===== config.mk =====
export PLATFORM = sky130hd
export DESIGN_NAME = ecc_inject_unit
export DESIGN_NICKNAME = d
export VERILOG_FILES = /design/src/rtl/ecc_inj_pkg.sv /design/src/rtl/ecc_inj_cfg.sv /design/src/rtl/ecc_inj_match.sv /design/src/rtl/ecc_inj_corrupt.sv /design/src/rtl/ecc_inject_unit.sv
export SDC_FILE = /design/constraint.sdc
export NUM_CORES = 1
export LEC_CHECK = 0
export BUFFER_PORTS_ARGS = -buffer_cell sky130_fd_sc_hd__buf_2
export CORE_ASPECT_RATIO = 1.1
export CORE_MARGIN = 8
export CORE_UTILIZATION = 57
export DETAILED_ROUTE_END_ITERATION = 6
export PLACE_DENSITY = 0.95
export RECOVER_POWER = 50
export SYNTH_ARGS = -nofsm -noshare
export SYNTH_HDL_FRONTEND = slang
export SYNTH_SLANG_ARGS = --single-unit

===== constraint.sdc =====
create_clock -name clk -period 5.8 [get_ports clk]
set_input_delay 1.16 -clock clk [delete_from_list [all_inputs] [get_ports clk]]
set_output_delay 1.16 -clock clk [all_outputs]
set_load 0.01 [all_outputs]

===== src/rtl/ecc_inj_pkg.sv =====
package ecc_inj_pkg;
  localparam int NUM_FIELDS = 6;
  localparam int CFG_AW     = 4;
  localparam int CFG_DW     = 32;
  localparam int ANY_BIT    = 31;

  // type field bit positions
  localparam int TYP_REPEAT = 0;
  localparam int TYP_ECC    = 1;
  localparam int TYP_PAR    = 2;

  typedef enum logic [CFG_AW-1:0] {
    RA_DIMM   = 4'd0,
    RA_RANK   = 4'd1,
    RA_CHAN   = 4'd2,
    RA_BANK   = 4'd3,
    RA_PAGE   = 4'd4,
    RA_COL    = 4'd5,
    RA_MASK   = 4'd6,
    RA_SECT   = 4'd7,
    RA_TYPE   = 4'd8,
    RA_ARM    = 4'd9,
    RA_RDTRIG = 4'd10,
    RA_CNT    = 4'd11
  } reg_addr_e;

  function automatic int fmax(input int a, input int b);
    return (a > b) ? a : b;
  endfunction
endpackage


===== src/rtl/ecc_inj_cfg.sv =====
module ecc_inj_cfg
  import ecc_inj_pkg::*;
#(
  parameter int MAXW  = 16,
  parameter int CHK_W = 16,
  parameter int CNT_W = 16,
  parameter logic [NUM_FIELDS-1:0][MAXW-1:0] FLD_MASK = '1
) (
  input  logic                             clk,
  input  logic                             rst_n,
  input  logic                             cfg_wr,
  input  logic [CFG_AW-1:0]                cfg_addr,
  input  logic [CFG_DW-1:0]                cfg_wdata,
  output logic [CFG_DW-1:0]                cfg_rdata,
  input  logic                             trig,
  output logic [NUM_FIELDS-1:0][MAXW-1:0]  fld_val,
  output logic [NUM_FIELDS-1:0]            fld_any,
  output logic [CHK_W-1:0]                 mask_q,
  output logic [1:0]                       sect_q,
  output logic [2:0]                       type_q,
  output logic                             armed_q,
  output logic                             rdtrig_q,
  output logic [CNT_W-1:0]                 cnt_q
);
  logic arm_wr, cnt_wr, nonzero_wdata;

  assign arm_wr        = cfg_wr && (cfg_addr == RA_ARM);
  assign cnt_wr        = cfg_wr && (cfg_addr == RA_CNT);
  assign nonzero_wdata = |cfg_wdata;

  function automatic logic [CNT_W-1:0] sat_inc(input logic [CNT_W-1:0] v);
    return (&v) ? v : v + 1'b1;
  endfunction

  always_ff @(posedge clk or negedge rst_n) begin
    if (!rst_n) begin
      fld_val  <= '0;
      fld_any  <= '1;
      mask_q   <= '0;
      sect_q   <= '0;
      type_q   <= '0;
      armed_q  <= 1'b0;
      rdtrig_q <= 1'b0;
      cnt_q    <= '0;
    end else begin
      for (int i = 0; i < NUM_FIELDS; i++) begin
        if (cfg_wr && (cfg_addr == CFG_AW'(i))) begin
          fld_val[i] <= cfg_wdata[MAXW-1:0] & FLD_MASK[i];
          fld_any[i] <= cfg_wdata[ANY_BIT];
        end
      end
      if (cfg_wr && (cfg_addr == RA_MASK))   mask_q   <= cfg_wdata[CHK_W-1:0];
      if (cfg_wr && (cfg_addr == RA_SECT))   sect_q   <= cfg_wdata[1:0];
      if (cfg_wr && (cfg_addr == RA_TYPE))   type_q   <= cfg_wdata[2:0];
      if (cfg_wr && (cfg_addr == RA_RDTRIG)) rdtrig_q <= cfg_wdata[0];

      if (arm_wr)                            armed_q <= nonzero_wdata;
      else if (trig && !type_q[TYP_REPEAT])  armed_q <= 1'b0;

      if (cnt_wr)    cnt_q <= '0;
      else if (trig) cnt_q <= sat_inc(cnt_q);
    end
  end

  always_comb begin
    cfg_rdata = '0;
    for (int i = 0; i < NUM_FIELDS; i++) begin
      if (cfg_addr == CFG_AW'(i)) begin
        cfg_rdata[MAXW-1:0] = fld_val[i];
        cfg_rdata[ANY_BIT]  = fld_any[i];
      end
    end
    case (cfg_addr)
      RA_MASK:   cfg_rdata[CHK_W-1:0] = mask_q;
      RA_SECT:   cfg_rdata[1:0]       = sect_q;
      RA_TYPE:   cfg_rdata[2:0]       = type_q;
      RA_ARM:    cfg_rdata[0]         = armed_q;
      RA_RDTRIG: cfg_rdata[0]         = rdtrig_q;
      RA_CNT:    cfg_rdata[CNT_W-1:0] = cnt_q;
      default: ;
    endcase
  end
endmodule


===== src/rtl/ecc_inj_match.sv =====
module ecc_inj_match
  import ecc_inj_pkg::*;
#(
  parameter int MAXW = 16
) (
  input  logic [NUM_FIELDS-1:0][MAXW-1:0] fld_val,
  input  logic [NUM_FIELDS-1:0]           fld_any,
  input  logic [NUM_FIELDS-1:0][MAXW-1:0] acc_fld,
  output logic [NUM_FIELDS-1:0]           fld_hit,
  output logic                            addr_hit
);
  for (genvar g = 0; g < NUM_FIELDS; g++) begin : g_field
    assign fld_hit[g] = fld_any[g] || (fld_val[g] == acc_fld[g]);
  end

  assign addr_hit = &fld_hit;
endmodule


===== src/rtl/ecc_inj_corrupt.sv =====
module ecc_inj_corrupt #(
  parameter int CHK_W = 16
) (
  input  logic             fire,
  input  logic             use_ecc,
  input  logic             use_par,
  input  logic [CHK_W-1:0] mask,
  input  logic [1:0]       sect,
  input  logic [CHK_W-1:0] chk_in,
  input  logic [1:0]       par_in,
  output logic [CHK_W-1:0] chk_flip,
  output logic [1:0]       par_flip,
  output logic [CHK_W-1:0] chk_out,
  output logic [1:0]       par_out
);
  localparam int HALF = CHK_W / 2;

  function automatic logic [CHK_W-1:0] lane_sel(input logic [1:0] s);
    logic [CHK_W-1:0] r;
    r = '0;
    if (s[0]) r[HALF-1:0]     = '1;
    if (s[1]) r[CHK_W-1:HALF] = '1;
    return r;
  endfunction

  assign chk_flip = (fire && use_ecc) ? (mask & lane_sel(sect)) : '0;
  assign par_flip = (fire && use_par) ? sect : 2'b00;
  assign chk_out  = chk_in ^ chk_flip;
  assign par_out  = par_in ^ par_flip;
endmodule


===== src/rtl/ecc_inject_unit.sv =====
module ecc_inject_unit
  import ecc_inj_pkg::*;
#(
  parameter int DIMM_W = 2,
  parameter int RANK_W = 2,
  parameter int CHAN_W = 2,
  parameter int BANK_W = 3,
  parameter int PAGE_W = 16,
  parameter int COL_W  = 12,
  parameter int CHK_W  = 16,
  parameter int CNT_W  = 16
) (
  input  logic              clk,
  input  logic              rst_n,
  input  logic              cfg_wr,
  input  logic [3:0]        cfg_addr,
  input  logic [31:0]       cfg_wdata,
  output logic [31:0]       cfg_rdata,
  input  logic              acc_valid,
  input  logic              acc_write,
  input  logic [DIMM_W-1:0] acc_dimm,
  input  logic [RANK_W-1:0] acc_rank,
  input  logic [CHAN_W-1:0] acc_chan,
  input  logic [BANK_W-1:0] acc_bank,
  input  logic [PAGE_W-1:0] acc_page,
  input  logic [COL_W-1:0]  acc_col,
  input  logic [CHK_W-1:0]  chk_in,
  input  logic [1:0]        par_in,
  output logic [CHK_W-1:0]  chk_out,
  output logic [1:0]        par_out,
  output logic              inj_event
);
  localparam int MAXW = fmax(fmax(fmax(DIMM_W, RANK_W), fmax(CHAN_W, BANK_W)),
                             fmax(PAGE_W, COL_W));

  function automatic logic [NUM_FIELDS-1:0][MAXW-1:0] build_masks();
    logic [NUM_FIELDS-1:0][MAXW-1:0] m;
    m[0] = MAXW'((64'd1 << DIMM_W) - 1);
    m[1] = MAXW'((64'd1 << RANK_W) - 1);
    m[2] = MAXW'((64'd1 << CHAN_W) - 1);
    m[3] = MAXW'((64'd1 << BANK_W) - 1);
    m[4] = MAXW'((64'd1 << PAGE_W) - 1);
    m[5] = MAXW'((64'd1 << COL_W) - 1);
    return m;
  endfunction

  localparam logic [NUM_FIELDS-1:0][MAXW-1:0] FLD_MASK = build_masks();

  logic [NUM_FIELDS-1:0][MAXW-1:0] fld_val, acc_fld;
  logic [NUM_FIELDS-1:0]           fld_any, fld_hit;
  logic [CHK_W-1:0]                mask_q, chk_flip;
  logic [1:0]                      sect_q, par_flip;
  logic [2:0]                      type_q;
  logic [CNT_W-1:0]                cnt_q;
  logic armed, rd_trig_en, addr_hit, trig, corrupt_fire;
  logic arm_wr, cnt_clr, repeat_on;

  assign acc_fld[0] = MAXW'(acc_dimm);
  assign acc_fld[1] = MAXW'(acc_rank);
  assign acc_fld[2] = MAXW'(acc_chan);
  assign acc_fld[3] = MAXW'(acc_bank);
  assign acc_fld[4] = MAXW'(acc_page);
  assign acc_fld[5] = MAXW'(acc_col);

  // named internal events for the checker
  assign trig         = armed && acc_valid && addr_hit && (acc_write || rd_trig_en);
  assign corrupt_fire = trig && acc_write;
  assign arm_wr       = cfg_wr && (cfg_addr == RA_ARM);
  assign cnt_clr      = cfg_wr && (cfg_addr == RA_CNT);
  assign repeat_on    = type_q[TYP_REPEAT];
  assign inj_event    = trig;

  ecc_inj_cfg #(
    .MAXW(MAXW), .CHK_W(CHK_W), .CNT_W(CNT_W), .FLD_MASK(FLD_MASK)
  ) cfg_i (
    .clk(clk), .rst_n(rst_n),
    .cfg_wr(cfg_wr), .cfg_addr(cfg_addr), .cfg_wdata(cfg_wdata), .cfg_rdata(cfg_rdata),
    .trig(trig),
    .fld_val(fld_val), .fld_any(fld_any),
    .mask_q(mask_q), .sect_q(sect_q), .type_q(type_q),
    .armed_q(armed), .rdtrig_q(rd_trig_en), .cnt_q(cnt_q)
  );

  ecc_inj_match #(.MAXW(MAXW)) match_i (
    .fld_val(fld_val), .fld_any(fld_any), .acc_fld(acc_fld),
    .fld_hit(fld_hit), .addr_hit(addr_hit)
  );

  ecc_inj_corrupt #(.CHK_W(CHK_W)) corrupt_i (
    .fire(corrupt_fire),
    .use_ecc(type_q[TYP_ECC]), .use_par(type_q[TYP_PAR]),
    .mask(mask_q), .sect(sect_q),
    .chk_in(chk_in), .par_in(par_in),
    .chk_flip(chk_flip), .par_flip(par_flip),
    .chk_out(chk_out), .par_out(par_out)
  );
endmodule


==> flow_summary.yaml <==
yosys:
  netlist_area_sq_mm: 0.00497
  ys_ff_latch: 82
  synth_ff_type: "dfrtp_1"
  syn_area_per_cell_sq_um: 10.5
  yosys-top-cells-area: "dfrtp_1 38%, mux2_2 15%, xor2_1 5.6%, xnor2_1 4.1%, dfstp_2 3.2%"
  synth_top_area_share_pct: 38.2
  synthArstFlopShare_pct: 100
  synth_edf_count: 0
  syn-instance-count: 474
  ys_seq_area_share_pct: 41.4
  yosys.cell_types.count: 53
  synth_largest_area_cell: "dfrtp_1"
  yosysWarnings: 0
floorplanning:
  fp-row-count: 35
  die-area_sq_mm: 0.0120
  core-area_sq_mm: 0.00841
  die_h_um: 114
  initial_utilization_pct: 59.1
  chipWidth_um: 105
  pin_count: 147
cts:
  cts_tree: "yes"
  hold_buffers: 0
  cts_resized: 0
  clk_pin_slew_ns: 0.08
  cts_buffer_depth: 2
  insertion_delay_ns: 0.36
  cts-root-buf: "clkbuf_8"
  post_cts_buffers: 0
  cts_sinks: 82
  numCtsBuffers: 9
  htree_levels: 3
layout:
  nNetsFinal: 685
  final_cell_mix: "129 x buf_2, 76 x dfrtp_1, 66 x mux2_2"
  diodes: 0
  drive_gt1_share_pct: 38.4
  final_common_cell: "buf_2"
  area_growth_pct: 16.2
worst_hold_path:
  hold_end: "cfg_i.mask_q[9]"
  min_from: "cfg_i.mask_q[9]"
  whs_path_depth: 1
  hold_class: "reg2reg"
grt:
  overflow: 0
  antenna_found_initial: 0
  grt_first_pass_wirelength_um: 23900
  grt_pass1_vias: 4748
  grt_max_degree: 83
  grt.total_usage_pct: 25.0
placement:
  hpwl_um: 11400
  io_buffers: 131
  dpl_worst_slack_ns: 1.05
  gp_congestion: 0.912
timing:
  fmax_mhz: 202
  report.final.slew_viol_count: 0
  fin_ws_ns: 0.858
  min_period_ns: 4.94
  tns_ns: 0
  relSlewSlack_pct: 18.0
  min_period_over_period_pct: 85.2
  hold_viol_final: 0
  clock_skew_ns: 0.00512
  setup_viol: 0
  rsz0062_at_grt: "no"
  tightest_slew_ns: 1.23
detailed_routing:
  drc: 0
  ant_nets: 0
  vias: 4609
  wl_per_cell_um: 21.7
  wl_um: 15300
  drt_first_pass_iters: 5
  vias_per_cell: 6.55
  drt-initial-drc-count: 515
critical_path:
  start_kind: "primary input"
  critPathMaxFanout: 35
  cp_data_required_time_ns: 4.64
  cp.arrival_ns: 3.78
  worst_r2r_path_depth: 7
  path_class: "in2out"
  r2r-start: "cfg_i.fld_val[64]"
  r2r-end: "cfg_i.cnt_q[10]"
  r2r_slack_ns: 2.86
  end_kind: "output port"
run:
  maxCapViolCount: 0
pwr:
  p_leak_nw: 2.61
  pwr_density_cell_mw_per_mm2: 272
  ir_drop_uv: 225
run_status:
  status: "finished clean"
## kinds of logic after synthesis
| family | share of synthesized area [%] |
|---|---|
| simple gates | 15.0 |
| compound gates | 11.5 |
| flops | 41.4 |
| mux | 16.7 |
| xor+xnor | 9.69 |
| buf+inv | 5.31 |
| fa+ha+maj | 0.252 |
| other cells | 0.0754 |
## synth_stat cells (all sizes together), types with 2 or more instances
cell,count
a31o,2
mux4,3
and4,2
or3,7
dfrtp,76
nor3,3
nor4,16
dfstp,6
clkbuf,15
nand3,6
inv,8
nand4,26
a221oi,2
or4,7
o31ai,9
a22oi,20
mux2,66
nor2b,3
nand2,26
nand2b,4
a211oi,3
and3,5
o21ai,12
nor2,18
and2,4
o211ai,2
a222oi,4
a21oi,23
mux2i,2
xor2,32
nand3b,2
buf,27
xnor2,23
## area by class of cell
| type | instances | area [sq um] |
|---|---|---|
| Tap cell | 111 | 139 |
| Inverter | 9 | 33.8 |
| Sequential cell | 82 | 2060 |
| Clock inverter | 5 | 55.1 |
| Clock buffer | 11 | 131 |
| Fill cell | 581 | 2630 |
| Timing Repair Buffer | 131 | 657 |
| Multi-Input combinational cell | 355 | 2700 |
## metrics by stage
step | hold WS [ns] | util [%] | power [mW] | std cells | area [sq um]
finish | 0.553 | 68.7 | 1.57 | 704 | 5780
global route | 0.565 | 68.7 | 1.64 | 704 | 5780
CTS | 0.550 | 68.7 | 1.57 | 704 | 5780
detailed placement | 0.529 | 66.5 | 1.16 | 688 | 5590
global placement | 0.516 | 66.5 | 1.14 | 688 | 5590
floorplan | 0.496 | - | 1.02 | 488 | 5020
## report_power, final
group,internal [mW],switching (mW)
Clock,0.198,0.209
Combinational,0.187,0.168
Sequential,0.687,0.124
Total,1.07,0.501
## sequential cells by signal, summed over array words and instances, names as in the netlist
name            cells
cfg_i.sect_q        2
cfg_i.armed_q       1
cfg_i.fld_val      37
cfg_i.type_q        3
cfg_i.rdtrig_q      1
cfg_i.fld_any       6
cfg_i.cnt_q        16
cfg_i.mask_q       16
## worst max-delay path, stage by stage
cell      delay, ns
buf_2          0.12
xor2_1         0.18
nor4_1         0.54
a41o_1         0.30
nand4_4        0.37
clkinv_1       0.54
nand4_1        0.24
xnor2_1        0.17
buf_2          0.15
## worst max-delay path by stage
stage / endpoint / depth (start not counted) / slack [ns] / startpoint
floorplan: par_out[0] / 8 / 2.00 / acc_page[7]
CTS: par_out[0] / 9 / 1.01 / acc_page[0]
finish: chk_out[5] / 9 / 0.86 / acc_page[0]
global placement: chk_out[0] / 9 / 1.17 / acc_page[0]
global route: chk_out[4] / 9 / 0.78 / acc_page[0]
detailed placement: chk_out[5] / 9 / 1.05 / acc_page[0]
## layer usage
layer / wire (um) / up-vias / share of wire [%] / track usage (%)
met5: 0 / - / 0 / 0
met3: 1640 / 64 / 11 / 6.60
li1: - / 1968 / - / -
met1: 5340 / 2211 / 35 / 27.6
met4: 658 / 0 / 4.3 / 14.5
met2: 7630 / 366 / 50 / 42.7
(Power assumes the default switching activity.)
